`config.mk`:
```
export PLATFORM = sky130hd
export DESIGN_NAME = opr_exec
export DESIGN_NICKNAME = d
export VERILOG_FILES = /design/src/rtl/opr_pkg.sv /design/src/rtl/opr_reg_path.sv /design/src/rtl/opr_flag_unit.sv /design/src/rtl/opr_exec.sv
export SDC_FILE = /design/constraint.sdc
export NUM_CORES = 1
export LEC_CHECK = 0
export BUFFER_PORTS_ARGS = -buffer_cell sky130_fd_sc_hd__buf_2
export CAP_MARGIN = 20
export CORE_ASPECT_RATIO = 1.2
export CORE_MARGIN = 3
export CORE_UTILIZATION = 30
export CTS_CLUSTER_DIAMETER = 50
export DETAILED_ROUTE_END_ITERATION = 10
export SYNTH_ARGS = -nofsm -noshare
export SYNTH_HDL_FRONTEND = slang
export SYNTH_SLANG_ARGS = --single-unit
```
`constraint.sdc`:
```
create_clock -name clk_i -period 0.9 [get_ports clk_i]
set_input_delay 0 -clock clk_i [delete_from_list [all_inputs] [get_ports clk_i]]
set_output_delay 0 -clock clk_i [all_outputs]
set_load 0.03 [all_outputs]
```
`src/rtl/opr_pkg.sv`:
```
package opr_pkg;
  localparam int unsigned WORD_W  = 36;
  localparam int unsigned FLAG_N  = 6;
  localparam int unsigned ADDR_W  = 12;
  localparam int unsigned FSEL_W  = 3;

  localparam int unsigned B_CLR_IO = 11;
  localparam int unsigned B_OR_TW  = 10;
  localparam int unsigned B_CMA    = 9;
  localparam int unsigned B_HALT   = 8;
  localparam int unsigned B_CLR_AC = 7;
  localparam int unsigned B_FSET   = 3;

  typedef struct packed {
    logic              clr_io;
    logic              or_tw;
    logic              cma;
    logic              halt;
    logic              clr_ac;
    logic              fset;
    logic [FSEL_W-1:0] fsel;
  } opr_cmd_t;

  function automatic opr_cmd_t decode(input logic [ADDR_W-1:0] a);
    opr_cmd_t c;
    c.clr_io = a[B_CLR_IO];
    c.or_tw  = a[B_OR_TW];
    c.cma    = a[B_CMA];
    c.halt   = a[B_HALT];
    c.clr_ac = a[B_CLR_AC];
    c.fset   = a[B_FSET];
    c.fsel   = a[FSEL_W-1:0];
    return c;
  endfunction
endpackage

```
`src/rtl/opr_reg_path.sv`:
```
module opr_reg_path
  import opr_pkg::*;
#(
  parameter int unsigned W = WORD_W
) (
  input  opr_cmd_t       cmd_i,
  input  logic [W-1:0]   ac_i,
  input  logic [W-1:0]   io_i,
  input  logic [W-1:0]   tw_i,
  output logic [W-1:0]   ac_o,
  output logic [W-1:0]   io_o
);
  logic [W-1:0] ac_s1, ac_s2;

  // stage order fixed: clear, then OR, then complement
  always_comb begin
    ac_s1 = cmd_i.clr_ac ? '0 : ac_i;
    ac_s2 = cmd_i.or_tw ? (ac_s1 | tw_i) : ac_s1;
    ac_o  = cmd_i.cma ? ~ac_s2 : ac_s2;
    io_o  = cmd_i.clr_io ? '0 : io_i;
  end
endmodule

```
`src/rtl/opr_flag_unit.sv`:
```
module opr_flag_unit #(
  parameter int unsigned N     = 6,
  parameter int unsigned SEL_W = 3
) (
  input  logic [SEL_W-1:0] sel_i,
  input  logic             set_i,
  input  logic [N-1:0]     flags_i,
  output logic [N-1:0]     flags_o
);
  localparam logic [SEL_W-1:0] SEL_ALL = {SEL_W{1'b1}};

  for (genvar i = 0; i < N; i++) begin : g_flag
    logic hit;
    assign hit        = (sel_i == SEL_ALL) || (sel_i == SEL_W'(i + 1));
    assign flags_o[i] = hit ? set_i : flags_i[i];
  end
endmodule

```
`src/rtl/opr_exec.sv`:
```
module opr_exec
  import opr_pkg::*;
(
  input  logic              clk_i,
  input  logic              rst_ni,
  input  logic              valid_i,
  input  logic [11:0]       addr_i,
  input  logic [35:0]       test_word_i,
  input  logic [35:0]       ac_i,
  input  logic [35:0]       io_i,
  output logic [35:0]       ac_o,
  output logic [35:0]       io_o,
  output logic [5:0]        flags_o,
  output logic              halt_o
);
  opr_cmd_t          cmd;
  logic [WORD_W-1:0] ac_n, io_n;
  logic [FLAG_N-1:0] flags_n;
  logic [WORD_W-1:0] ac_q, io_q;
  logic [FLAG_N-1:0] flags_q;
  logic              halt_q;

  assign cmd = decode(addr_i);

  opr_reg_path #(.W(WORD_W)) u_reg_path (
    .cmd_i (cmd),
    .ac_i  (ac_i),
    .io_i  (io_i),
    .tw_i  (test_word_i),
    .ac_o  (ac_n),
    .io_o  (io_n)
  );

  opr_flag_unit #(.N(FLAG_N), .SEL_W(FSEL_W)) u_flag_unit (
    .sel_i   (cmd.fsel),
    .set_i   (cmd.fset),
    .flags_i (flags_q),
    .flags_o (flags_n)
  );

  always_ff @(posedge clk_i or negedge rst_ni) begin
    if (!rst_ni) begin
      ac_q    <= '0;
      io_q    <= '0;
      flags_q <= '0;
      halt_q  <= 1'b0;
    end else begin
      halt_q <= valid_i & cmd.halt;
      if (valid_i) begin
        ac_q    <= ac_n;
        io_q    <= io_n;
        flags_q <= flags_n;
      end
    end
  end

  assign ac_o    = ac_q;
  assign io_o    = io_q;
  assign flags_o = flags_q;
  assign halt_o  = halt_q;

  p_io_clear_r1: assert property (@(posedge clk_i) disable iff (!rst_ni)
    (valid_i && addr_i[B_CLR_IO]) |=> (io_o == '0));

  p_clear_then_or_r4: assert property (@(posedge clk_i) disable iff (!rst_ni)
    (valid_i && addr_i[B_CLR_AC] && addr_i[B_OR_TW] && !addr_i[B_CMA])
      |=> (ac_o == $past(test_word_i)));

  p_clear_then_cma_r3: assert property (@(posedge clk_i) disable iff (!rst_ni)
    (valid_i && addr_i[B_CLR_AC] && !addr_i[B_OR_TW] && addr_i[B_CMA])
      |=> (&ac_o));

  p_halt_pulse_r5: assert property (@(posedge clk_i) disable iff (!rst_ni)
    !valid_i |=> !halt_o);

  p_flag_sel0_r8: assert property (@(posedge clk_i) disable iff (!rst_ni)
    (valid_i && addr_i[FSEL_W-1:0] == '0) |=> $stable(flags_o));

  p_idle_hold_r9: assert property (@(posedge clk_i) disable iff (!rst_ni)
    !valid_i |=> ($stable(ac_o) && $stable(io_o) && $stable(flags_o)));

  p_set_all_r7: assert property (@(posedge clk_i) disable iff (!rst_ni)
    (valid_i && addr_i[B_FSET] && addr_i[FSEL_W-1:0] == '1) |=> (&flags_o));

  p_clr_all_r6: assert property (@(posedge clk_i) disable iff (!rst_ni)
    (valid_i && !addr_i[B_FSET] && addr_i[FSEL_W-1:0] == '1) |=> (flags_o == '0));
endmodule

```
# [Word level (Yosys, flattened, before mapping)]
# Index checks and enable logic that the tools add are counted.
[totals] in_bits=123 register_bits=79 wordCells=35 out_inout_bits=79
[classes] eq_ne=7 n_bitwise=3 n_mux=4 reduce_logical=12
[ops] cell="2-to-1 mux 36 bit" count=4
[ops] cell="inverter 36 bit" count=1
[ops] cell="OR 36 bit" count=1
[ops] cell="== test 3 bit, second input constant" count=4
[ops] cell="AND reduction 2 bit" count=6
[ops] cell="== test 3 x 2 -> 1 bit, second input constant" count=2
[ops] cell="logical OR 1 bit" count=6
[ops] cell="== test 3 x 1 -> 1 bit, second input constant" count=1
[ops] cell="bitwise AND 1 bit" count=1

# [Depth between registers and ports, before layout]
# Gate-level depths: netlist (run 1).
[logic_depth] word_depth=5 ltp_mapped=6 ltp_nobuf=3

# [By module]
# A second synthesis (run 1) with hierarchy kept.
[unflattened] cells_unflattened=305 hier_area_um2=4251.6
[by_module_without_submodules] module="opr_exec" instances=1 seq_area_each_um2=1976.9 area_each_um2=2959.1 cells_each=167
[by_module_without_submodules] module="opr_reg_path" instances=1 seq_area_each_um2=0.0 area_each_um2=1176.1 cells_each=123
[by_module_without_submodules] module="opr_flag_unit" instances=1 seq_area_each_um2=0.0 area_each_um2=116.4 cells_each=15

# [Worst setup path after synthesis (run 1)]
# Ideal clock, no wire load.
[synth_path] path_type="flip-flop to flip-flop" startpoint="register, netlist name flags_o[0]" endpoint="register flags_q[0], in the netlist flags_o[0]" slack_ns=0.017 required_time_ns=0.775 n_path_buf=0 period_less_slack_ns=0.883 arrival_time_ns=0.758 setup_time_ns=0.125 stages_incl_launch_ff=2 cell_sequence="dfrtp_1 mux2_2"
[synth_rtl] item="end signal, assigned" line="opr_exec.sv:52" source="flags_q <= flags_n;"
[synth_rtl] item="end, declared" line="opr_exec.sv:20" source="logic [FLAG_N-1:0] flags_q;"

# [Final worst setup path (run 1)]
[layout_path] startpoint="register io_q[27], in the netlist io_o[27]" endpoint="output port io_o[27]"
[layout_rtl] item="start, declared" line="opr_exec.sv:19" source="logic [WORD_W-1:0] ac_q, io_q;"
[layout_rtl] item="start signal, assigned" line="opr_exec.sv:51" source="io_q <= io_n;"
[layout_rtl] item="end, declared" line="opr_exec.sv:12" source="output logic [35:0] io_o,"
# No word-level cell between the ends.

==> run summary, run 1 <==
outcome: finished, final reports clean
Buf+Inv Stages, Crit Path: 1
via/cell ratio: 4.82
vias: 4056
Slew @ Worst Pin: 565 ps
CP endpoint kind: primary output
largest area contributor in the netlist: dfrtp_1
Yosys reg bits: 79
area grow syn2layout: 65.2%
most used flip-flop cell after synthesis: dfrtp_1
Post-synth EDFFs: 0
CP max FO: 2
Fmax: 1110 MHz
Hold Crit Class: in2reg
wire length per cell: 15.5 µm
busiest grt layer: met2
syn_area_per_cell: 9.83 µm²
register area: 1980 µm²
Routed WL: 13.0 mm
area of the multi-input gates: 1800 µm²
area share of the largest cell type after synthesis: 48.6%
Max-Cap Viols: 0
DRC: 0
NumNets Final: 795
share of cells above drive strength 1: 37.5%
hold slack: 10.1 ps
H-tree levels: 3
total grt overflow: 0
DP Area: 5310 µm²
share of the clock period used by the worst path: 99.7%
CP arrival: 900 ps
PwrDens: 1700 nW/µm²
relative slew slack: 62.4%
initial detailed-routing violation count: 300
Startpoint Class: register
Static Leak: 3.08 nW
CP cell instances: buf_6
fin area: 6720 µm²
CTS sink count: 79
Die W: 112 µm
CP max stage cell: dfrtp_1
met2 usage: 29.2%
Clk pin slew, worst setup/hold paths: 60 ps
# diodes: 0
Initial Util: 31.4%
Yosys Warn Count: 0
Worst Min Path Start: test_word_i[5]
part of the Yosys area used for sequential elements: 48.6%
estimated wirelength of the detail-placed design: 8.34 mm
TritonRoute pass-1 iters: 4
first-pass GRT wire length: 20.3 mm
All-Layer GR Usage: 16.6%
CTS tree: done
cell with the most instances after synthesis: dfrtp_1
Top delay family on crit path: flip-flops
M1 GR Usage: 20.6%
Crit path largest cell delay: 420 ps
routability cong.: 0.813
CORE AREA: 12900 µm²
Syn Nets: 537
Critical R2R Launch: ac_o[6]$_DFFE_PN0P_
critical path type: reg2out
setup ws final: 2.76 ps
Die Ht: 134 µm
post-synthesis async set-or-reset flop share: 100%
I/O Pins: 202
largest cells by area after synthesis: dfrtp_1 49%, o21ai_0 8.2%, o311ai_1 7.1%, nand3b_1 6.6%, and2_1 5.7%
Cell Area, Synth: 4070 µm²
Hold Violations, Final: 0
initial antenna violation count: 0
worst-skew pair later-pin latency: 330 ps
Place WS: -120 ps
CTS Root Cell: clkbuf_16
Num CTS Buffers: 9
Final Slew Violations: 0
Max Clock Skew: 0 ps
Netlist cell types: 20
Synth top cells by count: 79 x dfrtp_1, 67 x o21ai_0, 37 x and2_1
Pwr Total: 11.5 mW
Syn Inst Count: 414
antenna-violating nets left: 0
row count: 45
Fillers: 1089
die area: 15000 µm²
worst vdd rail ir drop: 0.000997 V
Clock Tree Buf Depth: 2
largest net degree at the start of global routing: 80
grt met3 use: 3.73%
final setup vio count: 0
post-layout min period: 897 ps
required time worst endpoint: 900 ps
vias in the first global route: 4168
RSZ-0062 raised after global routing: true
I/O Buffers: 198
CP Launch Point: io_o[27]$_DFFE_PN0P_
==> worst paths after layout <==
check | slack, ps | to | depth (start not counted)
max in group asynchronous | 320 | ac_o[4]$_DFFE_PN0P_ | 3
hold reg to reg | 530 | ac_o[33]$_DFFE_PN0P_ | 2
setup reg to reg | 80 | ac_o[6]$_DFFE_PN0P_ | 3
hold / removal | 10 | ac_o[5]$_DFFE_PN0P_ | 3
min in group asynchronous | 230 | io_o[9]$_DFFE_PN0P_ | 3
setup / recovery | 3 | io_o[27] | 1
==> routing by layer <==
layer,wire length [µm],up-vias
li1,-,1947
met1,5680,1934
met2,6490,162
met3,755,13
met4,119,0
met5,0,-
==> what timing repair did <==
action | CTS | global route
setup buffers | 5 | 8
hold buffers | 49 | 0
gates resized for setup | 107 | 76
endpoints found under the hold margin | 132 | 0
endpoints found under the setup margin | 61 | 78
pin swaps | 0 | 2
==> state kept, by name, indices dropped and copies added (netlist names) <==
register and flops:
flags_o 6, io_o 36, ac_o 36, halt_o 1
==> layout make-up <==
type                            count  share of cell area, %
Multi-Input combinational cell    270                   26.8
Tap cell                          164                   3.05
Clock inverter                      6                   1.38
Clock buffer                       10                   3.41
Timing Repair Buffer              276                   33.9
Inverter                           36                   2.01
Sequential cell                    79                   29.4
==> cell families after synthesis <==
group	Yosys count	share of synthesized area, %
AOI/OAI and AO/OA	108	16.6
xor gates and xnor gates	3	0.646
buffers and inverters	65	7.69
DFF	79	48.6
muxes	6	1.66
and+or+nand+nor	153	24.8
==> per-stage QoR <==
step / std cells / utilization, % / setup TNS [ps]
finish: 841 / 51.9 / 0
global route: 841 / 51.9 / -546
CTS: 833 / 50.1 / -53.7
detailed placement: 763 / 41.0 / -3490
global placement: 763 / 41.0 / -1140
floorplan: 414 / - / 0
==> report_power, final <==
| group | leakage, nW | switching (mW) | internal (mW) |
|---|---|---|---|
| clock | 0.149 | 1.47 | 2.44 |
| sequential | 0.994 | 0.315 | 3.95 |
| combinational | 1.93 | 1.68 | 1.60 |
| total | 3.08 | 3.47 | 7.99 |
==> placed cells by master (no fill, tap or decap), drive strengths merged <==
| master | Yosys | layout |
|---|---|---|
| nor2b | 36 | 36 |
| o21ai | 72 | 72 |
| o311ai | 36 | 36 |
| nand2b | 36 | 36 |
| and2b | 1 | 1 |
| inv | 36 | 37 |
| clkinvlp | 0 | 2 |
| bufinv | 0 | 2 |
| mux2 | 6 | 6 |
| xnor2 | 3 | 3 |
| nand2 | 1 | 1 |
| dfrtp | 79 | 79 |
| nand3 | 6 | 6 |
| dlygate4sd3 | 0 | 49 |
| buf | 17 | 227 |
| clkinv | 0 | 1 |
| and2 | 37 | 37 |
| clkbuf | 12 | 10 |
| nand3b | 36 | 36 |
Power figures use the tool's default switching activity.
==> run 2: changes to the inputs <==
--- a/config.mk
+++ b/config.mk
@@ -5,6 +5,7 @@
 export SDC_FILE = /design/constraint.sdc
 export NUM_CORES = 1
 export LEC_CHECK = 0
+export ABC_AREA = 1
 export BUFFER_PORTS_ARGS = -buffer_cell sky130_fd_sc_hd__buf_2
 export CAP_MARGIN = 20
 export CORE_ASPECT_RATIO = 1.2
==> run summary, run 2 <==
outcome: finished, final reports clean
DP Area: 5210 µm² (-1.9%)
Routed WL: 13.0 mm (-0.34%)
row count: 45 (unchanged)
Buf+Inv Stages, Crit Path: 1 (unchanged)
die area: 14400 µm² (-4.0%)
Die W: 110 µm (-2.0%)
H-tree levels: 3 (unchanged)
required time worst endpoint: 900 ps (about the same)
CP arrival: 890 ps (about the same)
# diodes: 0 (unchanged)
Hold Crit Class: in2reg
setup TNS: 0 ps (unchanged)
reg2reg setup slack: 110 ps (+30 ps)
RSZ-0062 raised after global routing: true
CP cell instances: buf_2
Post-synth EDFFs: 0 (unchanged)
fin area: 6390 µm² (-4.8%)
area of the multi-input gates: 1610 µm² (-11%)
Sw Pwr: 3.33 mW (-3.8%)
worst hold stages: 5 (+2)
Post-Synth XOR/XNOR Area: 0% (-0.65 points)
estimated wirelength of the detail-placed design: 8.54 mm (+2.4%)
post-synthesis async set-or-reset flop share: 100% (unchanged)
CTS sink count: 79 (unchanged)
routability cong.: 0.790 (-2.9%)
syn_area_per_cell: 7.19 µm² (-27%)
simple-gate area share of the yosys netlist: 36.1% (+11 points)
Place WS: 12.8 ps (+133 ps)
sequential power share: 39.4% (+2.2 points)
Top delay family on crit path: flip-flops
Net Sw Frac: 31.4% (+1.1 points)
setup ws final: 5.87 ps (+3.11 ps)
clock share of power: 31.2% (-3.0 points)
total grt overflow: 0 (unchanged)
CTS Root Cell: clkbuf_16
Netlist cell types: 13 (-35%)
first-pass GRT wire length: 19.1 mm (-5.8%)
initial antenna violation count: 0 (unchanged)
commonest non-fill, non-tap cell in the layout: nand2_1
TritonRoute pass-1 iters: 4 (unchanged)
CP max stage cell: dfrtp_1
Syn Nets: 665 (+24%)
Critical R2R Launch: io_o[33]$_DFFE_PN0P_
Num CTS Buffers: 9 (unchanged)
share of the clock period used by the worst path: 99.3% (-0.35 points)
vias: 4246 (+4.7%)
Die Ht: 131 µm (-2.0%)
Slew @ Worst Pin: 349 ps (-216 ps)
NumNets Final: 911 (+15%)
end of the worst hold path: ac_o[20]$_DFFE_PN0P_
Cell Area, Synth: 3900 µm² (-4.2%)
Synth Area in Compound Gates: 5.14% (-11 points)
Levels on crit path: 1 (unchanged)
CP max FO: 2 (unchanged)
Static Leak: 3.57 nW (+16%)
DRC: 0 (unchanged)
I/O Pins: 202 (unchanged)
PwrDens: 1660 nW/µm² (-2.5%)
r2r worst-path depth: 3 (unchanged)
critical path type: reg2out
wire length per cell: 13.6 µm (-12%)
cell with the most instances after synthesis: nand2_1
Hold Violations, Final: 0 (unchanged)
Max-Cap Viols: 0 (unchanged)
initial detailed-routing violation count: 220 (-27%)
All-Layer GR Usage: 16.9% (+0.26 points)
Yosys Warn Count: 0 (unchanged)
worst vdd rail ir drop: 0.000823 V (-18%)
share of cells above drive strength 1: 30.2% (-7.3 points)
I/O Buffers: 198 (unchanged)
most used flip-flop cell after synthesis: dfrtp_1
area grow syn2layout: 64.1%
worst-skew pair later-pin latency: 320 ps (about the same)
final cell count without fillers: 955 (+14%)
CTS tree: done
Fmax: 1120 MHz (+0.35%)
Crit path largest cell delay: 380 ps (-40 ps)
register area: 1980 µm² (unchanged)
Synth top cells by count: 272 x nand2_1, 79 x dfrtp_1, 76 x nand3_1, 42 x inv_1, 30 x o21ai_1
CORE AREA: 12700 µm² (-2.2%)
Synth Area in Adders: 0% (unchanged)
Clock Tree Buf Depth: 2 (unchanged)
largest cells by area after synthesis: dfrtp_1 51%, nand2_1 26%, nand3_1 9.8%, inv_1 4.0%, o21ai_1 3.9%
Logic pwr share: 29.5% (+0.9 points)
Fillers: 1219 (+12%)
Clk pin slew, worst setup/hold paths: 60 ps (about the same)
post-synthesis mux area share: 0% (-1.7 points)
relative slew slack: 76.7% (+14 points)
most frequent cells in the layout: 271 x nand2_1, 122 x buf_2, 79 x dfrtp_1
Final Slew Violations: 0 (unchanged)
via/cell ratio: 4.45 (-7.8%)
dpl cells: 891 (+17%)
fin util: 50.5% (-1.4 points)
Pint: 7.29 mW (-8.7%)
Worst Min Path Start: ac_i[20]
Yosys reg bits: 79 (unchanged)
largest area contributor in the netlist: dfrtp_1
Startpoint Class: register
Syn Inst Count: 542 (+31%)
antenna-violating nets left: 0 (unchanged)
part of the Yosys area used for sequential elements: 50.7% (+2.1 points)
largest family of logic cells by synthesized area: simple AND/OR/NAND/NOR gates
post-layout min period: 894 ps (-3.11 ps)
largest net degree at the start of global routing: 73 (-8.8%)
vias in the first global route: 4012 (-3.7%)
Max Clock Skew: 0 ps (unchanged)
final setup vio count: 0 (unchanged)
CP endpoint kind: primary output
area share of the largest cell type after synthesis: 50.7% (+2.1 points)
Initial Util: 30.8% (-0.66 points)
FF-to-FF End: io_o[33]$_DFFE_PN0P_
run 2: changes by cell type after synthesis, moves of 6 or more:
cell / delta
and2_1: -37
inv_1: +6
mux2_2: -6
nand2_1: +272
nand2b_1: -36
nand3_1: +70
nand3b_1: -36
nor2b_1: -35
o21ai_0: -57
o21ai_1: +25
o311ai_1: -33
run 2: layer usage:
metal  global-route usage [%]  vias to the layer above  share of wire [%]
li1                         -                     2183                  -
met2                     28.4                      156                 48
met3                     4.23                       23                8.3
met1                     20.3                     1884                 41
met5                        0                        -                  0
met4                     7.41                        0                2.4
run 2: worst max path at each step:
stage	to	from
after floorplan	ac_o[15]$_DFFE_PN0P_	addr_i[10]
after global placement	io_o[0]$_DFFE_PN0P_	valid_i
after detailed placement	io_o[1]$_DFFE_PN0P_	valid_i
after CTS	ac_o[14]	ac_o[14]$_DFFE_PN0P_
after global routing	io_o[5]	io_o[5]$_DFFE_PN0P_
final	io_o[5]	io_o[5]$_DFFE_PN0P_
run 2: kinds of logic (layout without fill, tap and decap cells):
kind of cell / Yosys count / in the layout
compound gates: 40 / 40
flops: 79 / 79
buf+inv: 74 / 323
simple gates: 349 / 349
run 2: through the flow:
stage / hold WS (ps) / power (mW)
after floorplan: -296 / 5.66
final: 18.7 / 10.6
after global routing: 33.8 / 11.2
after detailed placement: -89.8 / 6.71
after CTS: 1.58 / 10.5
after global placement: -87.0 / 6.68
run 2: tightest hold or removal path, delay by kind of cell:
kind | cells | cell delay, ps
and+or+nand+nor | 4 | 240
buffers and inverters | 1 | 70
run 2: area by class of cell:
class,instances,share of cell area [%]
well taps,164,3.21
clock inverters,3,0.313
inverters,45,2.64
clock buffers,11,3.95
repair buffers,264,33.8
flip-flops and latches,79,30.9
multi-input cells,389,25.2
run 2: repair_timing:
action | 4_1_cts | 5_1_grt
setup buffers | 1 | 8
hold buffers | 41 | 0
hold endpoints to repair | 120 | 0
gates cloned | 0 | 0
resized for setup | 75 | 100
setup endpoints to repair | 41 | 58
run 2: power groups by stage:
| stage | clock network (mW) | logic [mW] | registers, mW |
|---|---|---|---|
| floorplan | 0 | 0.760 | 4.90 |
| global placement | 0 | 2.53 | 4.16 |
| detailed placement | 0 | 2.55 | 4.16 |
| CTS | 3.47 | 2.92 | 4.15 |
| global route | 3.59 | 3.40 | 4.22 |
| finish | 3.31 | 3.13 | 4.18 |
